File: src/rtl/i2c_rf_pkg.sv
package i2c_rf_pkg;
  typedef enum logic [2:0] {
    ST_IDLE, ST_ADDR, ST_REG, ST_WR, ST_RD, ST_MACK
  } slv_state_e;
endpackage

File: src/rtl/i2c_line_filter.sv
module i2c_line_filter #(
  parameter int W = 2
) (
  input  logic         clk,
  input  logic         rst,
  input  logic [W-1:0] raw_i,
  output logic [W-1:0] filt_o
);
  logic [W-1:0] meta_q, sync_q, hist_q;

  always_ff @(posedge clk) begin
    if (rst) begin
      meta_q <= '1;
      sync_q <= '1;
      hist_q <= '1;
    end else begin
      meta_q <= raw_i;
      sync_q <= meta_q;
      hist_q <= sync_q;
    end
  end

  for (genvar i = 0; i < W; i++) begin : g_line
    always_ff @(posedge clk) begin
      if (rst) filt_o[i] <= 1'b1;
      else if (sync_q[i] == hist_q[i]) filt_o[i] <= sync_q[i];
    end

    // output moves only after two agreeing samples of the new level
    p_filter_r9: assert property (@(posedge clk) disable iff (rst)
      (filt_o[i] != $past(filt_o[i])) |->
        ($past(sync_q[i]) == filt_o[i] && $past(hist_q[i]) == filt_o[i]));
  end
endmodule

File: src/rtl/cfg_regfile.sv
module cfg_regfile #(
  parameter int              DW        = 8,
  parameter int              AW        = 8,
  parameter int              LOW_CNT   = 11,
  parameter logic [AW-1:0]   HIGH_ADDR = 8'hAB,
  parameter logic [LOW_CNT:0] ONES_MASK = 12'h023
) (
  input  logic          clk,
  input  logic          rst,
  input  logic          we_i,
  input  logic [AW-1:0] addr_i,
  input  logic [DW-1:0] wdata_i,
  output logic [DW-1:0] rdata_o
);
  localparam int N  = LOW_CNT + 1;
  localparam int IW = $clog2(N);

  logic [DW-1:0] mem [N];
  logic          hit;
  logic [IW-1:0] idx;

  always_comb begin
    hit = 1'b0;
    idx = '0;
    if (addr_i < AW'(LOW_CNT)) begin
      hit = 1'b1;
      idx = IW'(addr_i);
    end else if (addr_i == HIGH_ADDR) begin
      hit = 1'b1;
      idx = IW'(N - 1);
    end
  end

  for (genvar i = 0; i < N; i++) begin : g_reg
    always_ff @(posedge clk) begin
      if (rst) mem[i] <= ONES_MASK[i] ? '1 : '0;
      else if (we_i && hit && idx == IW'(i)) mem[i] <= wdata_i;
    end

    // an entry moves only when a write hits exactly that entry
    p_hold_r6: assert property (@(posedge clk) disable iff (rst)
      !(we_i && hit && idx == IW'(i)) |=> $stable(mem[i]));
  end

  assign rdata_o = hit ? mem[idx] : '0;
endmodule

File: src/rtl/i2c_slave_fsm.sv
module i2c_slave_fsm
  import i2c_rf_pkg::*;
#(
  parameter int          DW     = 8,
  parameter int          AW     = 8,
  parameter logic [5:0]  DEV_HI = 6'b010000
) (
  input  logic          clk,
  input  logic          rst,
  input  logic          scl_i,
  input  logic          sda_i,
  input  logic          strap_i,
  output logic          sda_oe_o,
  output logic          rf_we_o,
  output logic [AW-1:0] rf_addr_o,
  output logic [DW-1:0] rf_wdata_o,
  input  logic [DW-1:0] rf_rdata_i
);
  localparam int CW = $clog2(DW + 1);

  slv_state_e    state;
  logic          scl_d, sda_d;
  logic [CW-1:0] bit_cnt;
  logic [DW-1:0] shreg, tx;
  logic [AW-1:0] ptr;
  logic          in_ack, mack_ok;

  logic start_det, stop_det, scl_rise, scl_fall, byte_done, dev_match;

  always_ff @(posedge clk) begin
    if (rst) begin
      scl_d <= 1'b1;
      sda_d <= 1'b1;
    end else begin
      scl_d <= scl_i;
      sda_d <= sda_i;
    end
  end

  assign start_det = scl_i & scl_d & sda_d & ~sda_i;
  assign stop_det  = scl_i & scl_d & ~sda_d & sda_i;
  assign scl_rise  = scl_i & ~scl_d;
  assign scl_fall  = ~scl_i & scl_d;
  assign byte_done = scl_fall && (bit_cnt == CW'(DW)) && !in_ack;
  assign dev_match = (shreg[DW-1:1] == {DEV_HI, strap_i});

  assign rf_we_o    = (state == ST_WR) && byte_done && !start_det && !stop_det;
  assign rf_addr_o  = ptr;
  assign rf_wdata_o = shreg;

  always_ff @(posedge clk) begin
    if (rst) begin
      state    <= ST_IDLE;
      bit_cnt  <= '0;
      shreg    <= '0;
      tx       <= '0;
      ptr      <= '0;
      in_ack   <= 1'b0;
      mack_ok  <= 1'b0;
      sda_oe_o <= 1'b0;
    end else if (start_det) begin
      state    <= ST_ADDR;
      bit_cnt  <= '0;
      in_ack   <= 1'b0;
      sda_oe_o <= 1'b0;
    end else if (stop_det) begin
      state    <= ST_IDLE;
      bit_cnt  <= '0;
      in_ack   <= 1'b0;
      sda_oe_o <= 1'b0;
    end else begin
      case (state)
        ST_ADDR, ST_REG, ST_WR: begin
          if (scl_rise && !in_ack) begin
            shreg   <= {shreg[DW-2:0], sda_i};
            bit_cnt <= bit_cnt + 1'b1;
          end else if (scl_fall && in_ack) begin
            in_ack   <= 1'b0;
            bit_cnt  <= '0;
            sda_oe_o <= 1'b0;
            if (state == ST_ADDR) begin
              if (shreg[0]) begin
                state    <= ST_RD;
                tx       <= rf_rdata_i;
                sda_oe_o <= ~rf_rdata_i[DW-1];
              end else begin
                state <= ST_REG;
              end
            end else begin
              state <= ST_WR;
            end
          end else if (byte_done) begin
            if (state == ST_ADDR && !dev_match) begin
              state <= ST_IDLE;
            end else begin
              in_ack   <= 1'b1;
              sda_oe_o <= 1'b1;
              if (state == ST_REG) ptr <= shreg;
            end
          end
        end
        ST_RD: begin
          if (scl_rise) begin
            bit_cnt <= bit_cnt + 1'b1;
          end else if (scl_fall) begin
            if (bit_cnt == CW'(DW)) begin
              sda_oe_o <= 1'b0;
              bit_cnt  <= '0;
              state    <= ST_MACK;
            end else begin
              tx       <= {tx[DW-2:0], 1'b0};
              sda_oe_o <= ~tx[DW-2];
            end
          end
        end
        ST_MACK: begin
          if (scl_rise) begin
            mack_ok <= ~sda_i;
          end else if (scl_fall) begin
            if (mack_ok) begin
              state    <= ST_RD;
              tx       <= rf_rdata_i;
              sda_oe_o <= ~rf_rdata_i[DW-1];
            end else begin
              state <= ST_IDLE;
            end
          end
        end
        default: ;
      endcase
    end
  end

  // SDA drive is frozen through a steady high SCL phase
  p_oe_stable_r10: assert property (@(posedge clk) disable iff (rst)
    (scl_i && scl_d && !start_det && !stop_det) |=> $stable(sda_oe_o));

  // an idle slave never holds the line
  p_idle_release_r8: assert property (@(posedge clk) disable iff (rst)
    (state == ST_IDLE) |-> !sda_oe_o);

  // bit counter never passes one byte
  p_bitcnt_r3: assert property (@(posedge clk) disable iff (rst)
    bit_cnt <= CW'(DW));
endmodule

File: src/rtl/i2c_regbank_slave.sv
module i2c_regbank_slave #(
  parameter int         DW     = 8,
  parameter int         AW     = 8,
  parameter logic [5:0] DEV_HI = 6'b010000
) (
  input  logic clk,
  input  logic rst,
  input  logic scl_i,
  input  logic sda_i,
  input  logic addr_strap_i,
  output logic sda_oe_o
);
  logic [1:0]    filt;
  logic          rf_we;
  logic [AW-1:0] rf_addr;
  logic [DW-1:0] rf_wdata, rf_rdata;

  i2c_line_filter #(.W(2)) u_filt (
    .clk    (clk),
    .rst    (rst),
    .raw_i  ({scl_i, sda_i}),
    .filt_o (filt)
  );

  i2c_slave_fsm #(.DW(DW), .AW(AW), .DEV_HI(DEV_HI)) u_fsm (
    .clk        (clk),
    .rst        (rst),
    .scl_i      (filt[1]),
    .sda_i      (filt[0]),
    .strap_i    (addr_strap_i),
    .sda_oe_o   (sda_oe_o),
    .rf_we_o    (rf_we),
    .rf_addr_o  (rf_addr),
    .rf_wdata_o (rf_wdata),
    .rf_rdata_i (rf_rdata)
  );

  cfg_regfile #(.DW(DW), .AW(AW)) u_rf (
    .clk     (clk),
    .rst     (rst),
    .we_i    (rf_we),
    .addr_i  (rf_addr),
    .wdata_i (rf_wdata),
    .rdata_o (rf_rdata)
  );
endmodule

File: config.mk
export PLATFORM = sky130hd
export DESIGN_NAME = i2c_regbank_slave
export DESIGN_NICKNAME = d
export VERILOG_FILES = /design/src/rtl/i2c_rf_pkg.sv /design/src/rtl/i2c_line_filter.sv /design/src/rtl/cfg_regfile.sv /design/src/rtl/i2c_slave_fsm.sv /design/src/rtl/i2c_regbank_slave.sv
export SDC_FILE = /design/constraint.sdc
export NUM_CORES = 1
export LEC_CHECK = 0
export BUFFER_PORTS_ARGS = -buffer_cell sky130_fd_sc_hd__buf_2
export CORE_MARGIN = 1
export CORE_UTILIZATION = 25
export DETAILED_ROUTE_END_ITERATION = 16
export HOLD_SLACK_MARGIN = 0.15
export SYNTH_ARGS = -nofsm -noshare
export SYNTH_HDL_FRONTEND = slang
export SYNTH_SLANG_ARGS = --single-unit
File: constraint.sdc
create_clock -name clk -period 7.8 [get_ports clk]
set_input_delay 0.78 -clock clk [delete_from_list [all_inputs] [get_ports clk]]
set_output_delay 0.78 -clock clk [all_outputs]
set_load 0.005 [all_outputs]
==> metrics, run 1 <==
outcome=finished clean; worst endpoint required time=roughly 7.8 ns; skew final=0.01188 ns; most frequent cells in the layout=edfxtp_1, and2_1, nor2_1, dfxtp_1, nand2b_1; worst r2r dst=u_rf.mem[3][3]$_SDFFCE_PN0P_; GRT Util Overall=0.1304; peak supply drop=about 0.15 mV; Max Slew Vio Count=0; largest net degree at the start of global routing=42; CTS Root Cell=clkbuf_16; routed via count=between 4000 and 5000; Async SR Flop Fraction=0; ANT cells=0; critical path class=reg2reg; Post-synth EDFFs=96; crit path capture type=flip-flop; multi-input logic area=between 2000 and 3000 sq um; clock slew at reported path FFs=~0.060 ns; # Max-Cap Violations=0; Filler Cells Inserted=roughly 2700; final total power=about 1900 uW; WL/cell=17.99 microns; H-tree depth=4; RePlAce Congestion=a little under 0.9; Worst setup startpoint=u_fsm.scl_d$_SDFF_PP1_; period utilization=0.4513; syn nets=between 600 and 700; register area=roughly 3700 sq um; final hold viol count=0; Cells after Synth=roughly 600; die area=27270 sq um; final WL=roughly 17 mm; final net count=around 600; crit path max fanout=10; Slew Limit Headroom=0.1558; type of the worst min-delay path=reg2reg; Post-Syn Area=roughly 6700 sq um; initial antenna violation count=0; setup tns final=0 ns; layout cells sized above 1=0.1362; CTS resizes=0; reg2reg start=u_fsm.scl_d$_SDFF_PP1_; Cell Rows=between 50 and 60; IO buf count=5; setup bufs post-CTS=0; most common cell after layout, fill and taps aside=edfxtp_1; DIE WIDTH=165.1 microns; power per cell area=245.7 nW/um^2; CTS tree=yes; core area=26060 sq um; area grow syn2layout=14.31%; Pre-antenna DRT Iters=7; Fin Hold WS=slightly above 0.4 ns; Starting Density=0.2553; post-synthesis average cell area=between 10 and 15 sq um; Seq cells post-synth=roughly 140; Hold Buf Count CTS=0; die height=approximately 170 microns; Peak Freq=around 280 MHz; Warnings, synthesis=0; Seq/Total Area, Yosys=0.5627; clock sinks=139; Critical Path Source Type=flip-flop; Synth Flop Type=edfxtp_1; CP endpoint=u_rf.mem[3][3]$_SDFFCE_PN0P_; Clk Latency, worst-skew pair=about 0.42 ns; dpl hpwl=11.15 mm; First DRT Iteration DRCs=355; r2r worst-path depth=4; I/O pin total=6; vias in the first global route=~4400; Static Leak=about 0.0025 uW; number of vias per cell=~4.9; count of final setup violators=0; antenna-violating nets left=0; clk buf depth=2; first-pass GRT wire length=roughly 26 mm; Slew @ Worst Pin=around 1.3 ns; GRT overflow=0; flop2flop setup slack=approximately 4.3 ns; CP arrival=between 3 and 4 ns; # DRC=0; total CTS buffers=17; Final min period=between 3 and 4 ns; Yosys cell types=76; RSZ-0062 raised after global routing=false
-- registers in the layout, summed over array words and instances, names as in the netlist --
signal and count:
u_fsm.state 3, u_fsm.sda_d 1, u_fsm.rf_addr_o 8, u_filt.sync_q 2
u_fsm.tx 7, u_fsm.sda_oe_o 1, u_fsm.bit_cnt 4, u_fsm.scl_d 1
u_filt.filt_o 2, u_fsm.rf_wdata_o 8, u_fsm.mack_ok 1, u_filt.meta_q 2
u_fsm.in_ack 1, u_filt.hist_q 2, u_rf.mem 96
-- per-stage QoR --
stage          std cells  cell area, sq um  setup slack [ns]  utilization
2_1_floorplan        598              6653             4.850            -
3_3_place_gp         905              7009             4.393       0.2690
3_5_place_dp         905              7009             4.312       0.2690
4_1_cts              937              7605             4.301       0.2918
5_1_grt              937              7605             4.129       0.2918
6_report             937              7605             4.280       0.2918
-- worst min path at each step --
stage	cells past startpoint	end	slack [ns]	from
6_report	1	u_filt.sync_q[1]$_SDFF_PP1_	0.41	u_filt.meta_q[1]$_SDFF_PP1_
5_1_grt	1	u_filt.sync_q[1]$_SDFF_PP1_	0.41	u_filt.meta_q[1]$_SDFF_PP1_
4_1_cts	1	u_filt.sync_q[1]$_SDFF_PP1_	0.41	u_filt.meta_q[1]$_SDFF_PP1_
3_5_place_dp	1	u_filt.sync_q[1]$_SDFF_PP1_	0.39	u_filt.meta_q[1]$_SDFF_PP1_
3_3_place_gp	1	u_filt.sync_q[1]$_SDFF_PP1_	0.39	u_filt.meta_q[1]$_SDFF_PP1_
2_1_floorplan	1	u_filt.sync_q[0]$_SDFF_PP1_	0.39	u_filt.meta_q[0]$_SDFF_PP1_
-- critical path, cell delays in order, from the launching register on --
cell and delay [ns]:
dfxtp_1 0.45, or3b_4 0.43, or4b_1 0.74, or4_4 0.57, o21ai_0 0.93
-- final cells by class --
cell class / instances / share of cell area
clock buffers: 18 / 0.05643
inverters: 15 / 0.007404
multi-input cells: 401 / 0.3537
flip-flops and latches: 139 / 0.4923
repair buffers: 15 / 0.01316
well taps: 335 / 0.05512
clock inverters: 14 / 0.02188
-- power by group --
group / total (uW) / switching, uW / internal, uW
sequential: 869 / 34.6 / 835
combinational: 183 / 102 / 80.9
clock: 816 / 313 / 503
total: 1870 / 450 / 1420
-- cells in the mapped netlist (all sizes together) (5+ instances only) --
cell      n  area share
nor2     48       0.027
buf      11      0.0088
o221ai    5      0.0066
nand2b   25       0.024
nand2    20       0.012
nand3b    9       0.010
nor4      7       0.011
mux2i    16       0.024
nor3     11       0.014
clkbuf   32       0.018
a21oi    23       0.017
a211o     5      0.0066
o21ai    17       0.013
inv      14      0.0079
nand3     8      0.0060
edfxtp   96        0.43
or2      18       0.017
dfxtp    43        0.13
a221oi    6      0.0079
a2bb2oi   7      0.0092
o22ai    20       0.019
and2     75       0.071
-- logic make-up (layout without fill, tap and decap cells) --
family	count (synthesis)	count (layout)	synth area share
fa+ha+maj	2	2	0.003761
simple gates	245	245	0.2208
flops	139	139	0.5627
buf+inv	58	62	0.03554
compound gates	132	132	0.1431
xor+xnor	5	5	0.006584
mux	17	17	0.02746
-- routing by layer --
layer | global-route usage | wire (microns) | up-vias
met3 | 0.03521 | 817 | 21
met4 | 0.05546 | 450 | 0
met2 | 0.2083 | 8066 | 116
met5 | 0 | 0 | -
li1 | - | - | 2190
met1 | 0.1651 | 7520 | 2243
(Power assumes the default switching activity.)
==> inputs of run 2 (changes only) <==
==> constraint.sdc (replaced) <==
create_clock -name clk -period 2.9 [get_ports clk]
set_input_delay 0.29 -clock clk [delete_from_list [all_inputs] [get_ports clk]]
set_output_delay 0.29 -clock clk [all_outputs]
set_load 0.005 [all_outputs]
==> metrics, run 2 (synthesized netlist as in run 1, its figures left out) <==
outcome=finished clean; CTS tree=yes; worst stage delay on the critical path=~0.64 ns; CTS resizes=0; type of the worst min-delay path=in2reg; total CTS buffers=17; most common cell after layout, fill and taps aside=edfxtp_1; RePlAce Congestion=approximately 0.9; antenna-violating nets left=0; clk buf depth=2; count of final setup violators=0; CP arrival=2.94 ns; layout cells sized above 1=0.1859; H-tree depth=4; peak supply drop=about 0.38 mV; final WL=approximately 17 mm; Fin Hold WS=around 0.27 ns; slowest stage cell, crit path=or4b_1; GRT overflow=0; Hold Buf Count CTS=2; power per cell area=approximately 660 nW/um^2; Pre-antenna DRT Iters=7; number of vias per cell=roughly 5.0; largest reg by FF count=u_rf.mem; GRT Util Overall=0.1350; Final min period=2.643 ns; dpl hpwl=between 10 and 15 mm; largest net degree at the start of global routing=30; final hold viol count=0; WL/cell=approximately 18 microns; ANT cells=0; Slew Limit Headroom=0.4340; Cell Chain, Critical Path=inv_1 > ha_1 > nand3b_1 > or4b_1 > buf_4 > or4_1 > nor2_1 > and2_1; worst r2r dst=u_rf.mem[7][1]$_SDFFCE_PN0P_; clock sinks=~140; skew final=between 0.007 and 0.008 ns; max reg flops=96; vias in the first global route=around 4600; clock slew at reported path FFs=around 0.060 ns; RSZ-0062 raised after global routing=false; period utilization=0.9113; first-pass GRT wire length=approximately 27 mm; Starting Density=0.2553; final net count=~630; Cell Rows=59; worst endpoint required time=between 3 and 4 ns; Static Leak=0.002698 uW; critical path class=reg2reg; Max Slew Vio Count=0; initial antenna violation count=0; I/O pin total=6; Clk Latency, worst-skew pair=between 0.4 and 0.5 ns; die area=between 20000 and 30000 sq um; # Max-Cap Violations=0; Hold Crit Endpoint=u_fsm.rf_addr_o[0]$_SDFFE_PP0P_; hold-critical path depth=2; final total power=5298 uW; CTS Root Cell=clkbuf_16; area grow syn2layout=19.95%; Critical Path Source Type=flip-flop; core area=roughly 26000 sq um; crit path capture type=flip-flop; die height=approximately 170 microns; flop2flop setup slack=about 0.26 ns; IO buf count=5; routed via count=4854; crit path max fanout=8; most frequent cells in the layout=edfxtp_1, and2_1, nor2_1, buf_4, dfxtp_1; Slew @ Worst Pin=between 0.8 and 0.9 ns; setup bufs post-CTS=0; DIE WIDTH=~170 microns; Peak Freq=roughly 380 MHz; r2r worst-path depth=8; reg2reg start=u_fsm.bit_cnt[0]$_SDFFE_PP0P_; # DRC=0; hold_sp=rst; First DRT Iteration DRCs=564
[run 2: changes by cell type in the layout (fill, tap and decap cells not counted), sizes merged]
cell,delta
buf,+36
bufinv,+2
dlygate4sd3,+2
inv,-3
clkinvlp,-2
clkbuf,+3
[run 2: routing by layer]
metal,global-route usage,share of wire,up-vias,wire length [microns]
li1,-,-,2268,-
met1,0.1740,0.44,2417,7681
met2,0.2162,0.48,145,8386
met3,0.03422,0.054,24,943
met4,0.05129,0.018,0,316
met5,0,0,-,0
[run 2: how the worst max path moves through the flow]
stage	start	endpoint	slack [ns]	depth (start not counted)
finish	u_fsm.bit_cnt[0]$_SDFFE_PP0P_	u_rf.mem[7][1]$_SDFFCE_PN0P_	0.26	8
global placement	u_fsm.bit_cnt[0]$_SDFFE_PP0P_	u_rf.mem[7][1]$_SDFFCE_PN0P_	0.35	8
CTS	u_fsm.bit_cnt[0]$_SDFFE_PP0P_	u_rf.mem[7][1]$_SDFFCE_PN0P_	0.28	8
detailed placement	u_fsm.bit_cnt[0]$_SDFFE_PP0P_	u_rf.mem[7][1]$_SDFFCE_PN0P_	0.29	8
global route	u_fsm.bit_cnt[1]$_SDFFE_PP0P_	u_rf.mem[7][0]$_SDFFCE_PN0P_	0.06	8
floorplan	u_fsm.in_ack$_SDFFE_PP0P_	u_rf.mem[1][0]$_SDFFCE_PN1P_	-0.05	6
[run 2: power by group]
part | leakage, uW | internal, uW | switching (uW)
clock | 0.000325 | 1610 | 811
combinational | 0.00115 | 247 | 331
sequential | 0.00122 | 2240 | 51.9
total | 0.00270 | 4100 | 1190
[run 2: metrics by stage]
stage / TNS, ns / util / instances / worst slack [ns] / instance area, sq um
2_1_floorplan: -1.191 / - / 598 / -0.04965 / 6653
3_3_place_gp: 0 / 0.2798 / 941 / 0.3541 / 7292
3_5_place_dp: 0 / 0.2798 / 941 / 0.2929 / 7292
4_1_cts: 0 / 0.3062 / 975 / 0.2791 / 7980
5_1_grt: 0 / 0.3062 / 975 / 0.05650 / 7980
6_report: 0 / 0.3062 / 975 / 0.2573 / 7980
[run 2: layout make-up]
type,instances,area [sq um]
fillers,2652,18080
multi-input cells,401,2690
well taps,335,419.2
flip-flops and latches,139,3744
inverters,15,56.30
clock inverters,11,187.7
repair buffers,53,402.9
clock buffers,21,480.5
[run 2: critical path, delay by kind of cell, from the launching register on]
kind | cells | cell delay (ns)
buffers and inverters | 2 | 0.29
adder cells (fa/ha/maj) | 1 | 0.16
flip-flops | 1 | 0.34
AND/OR/NAND/NOR | 5 | 1.73
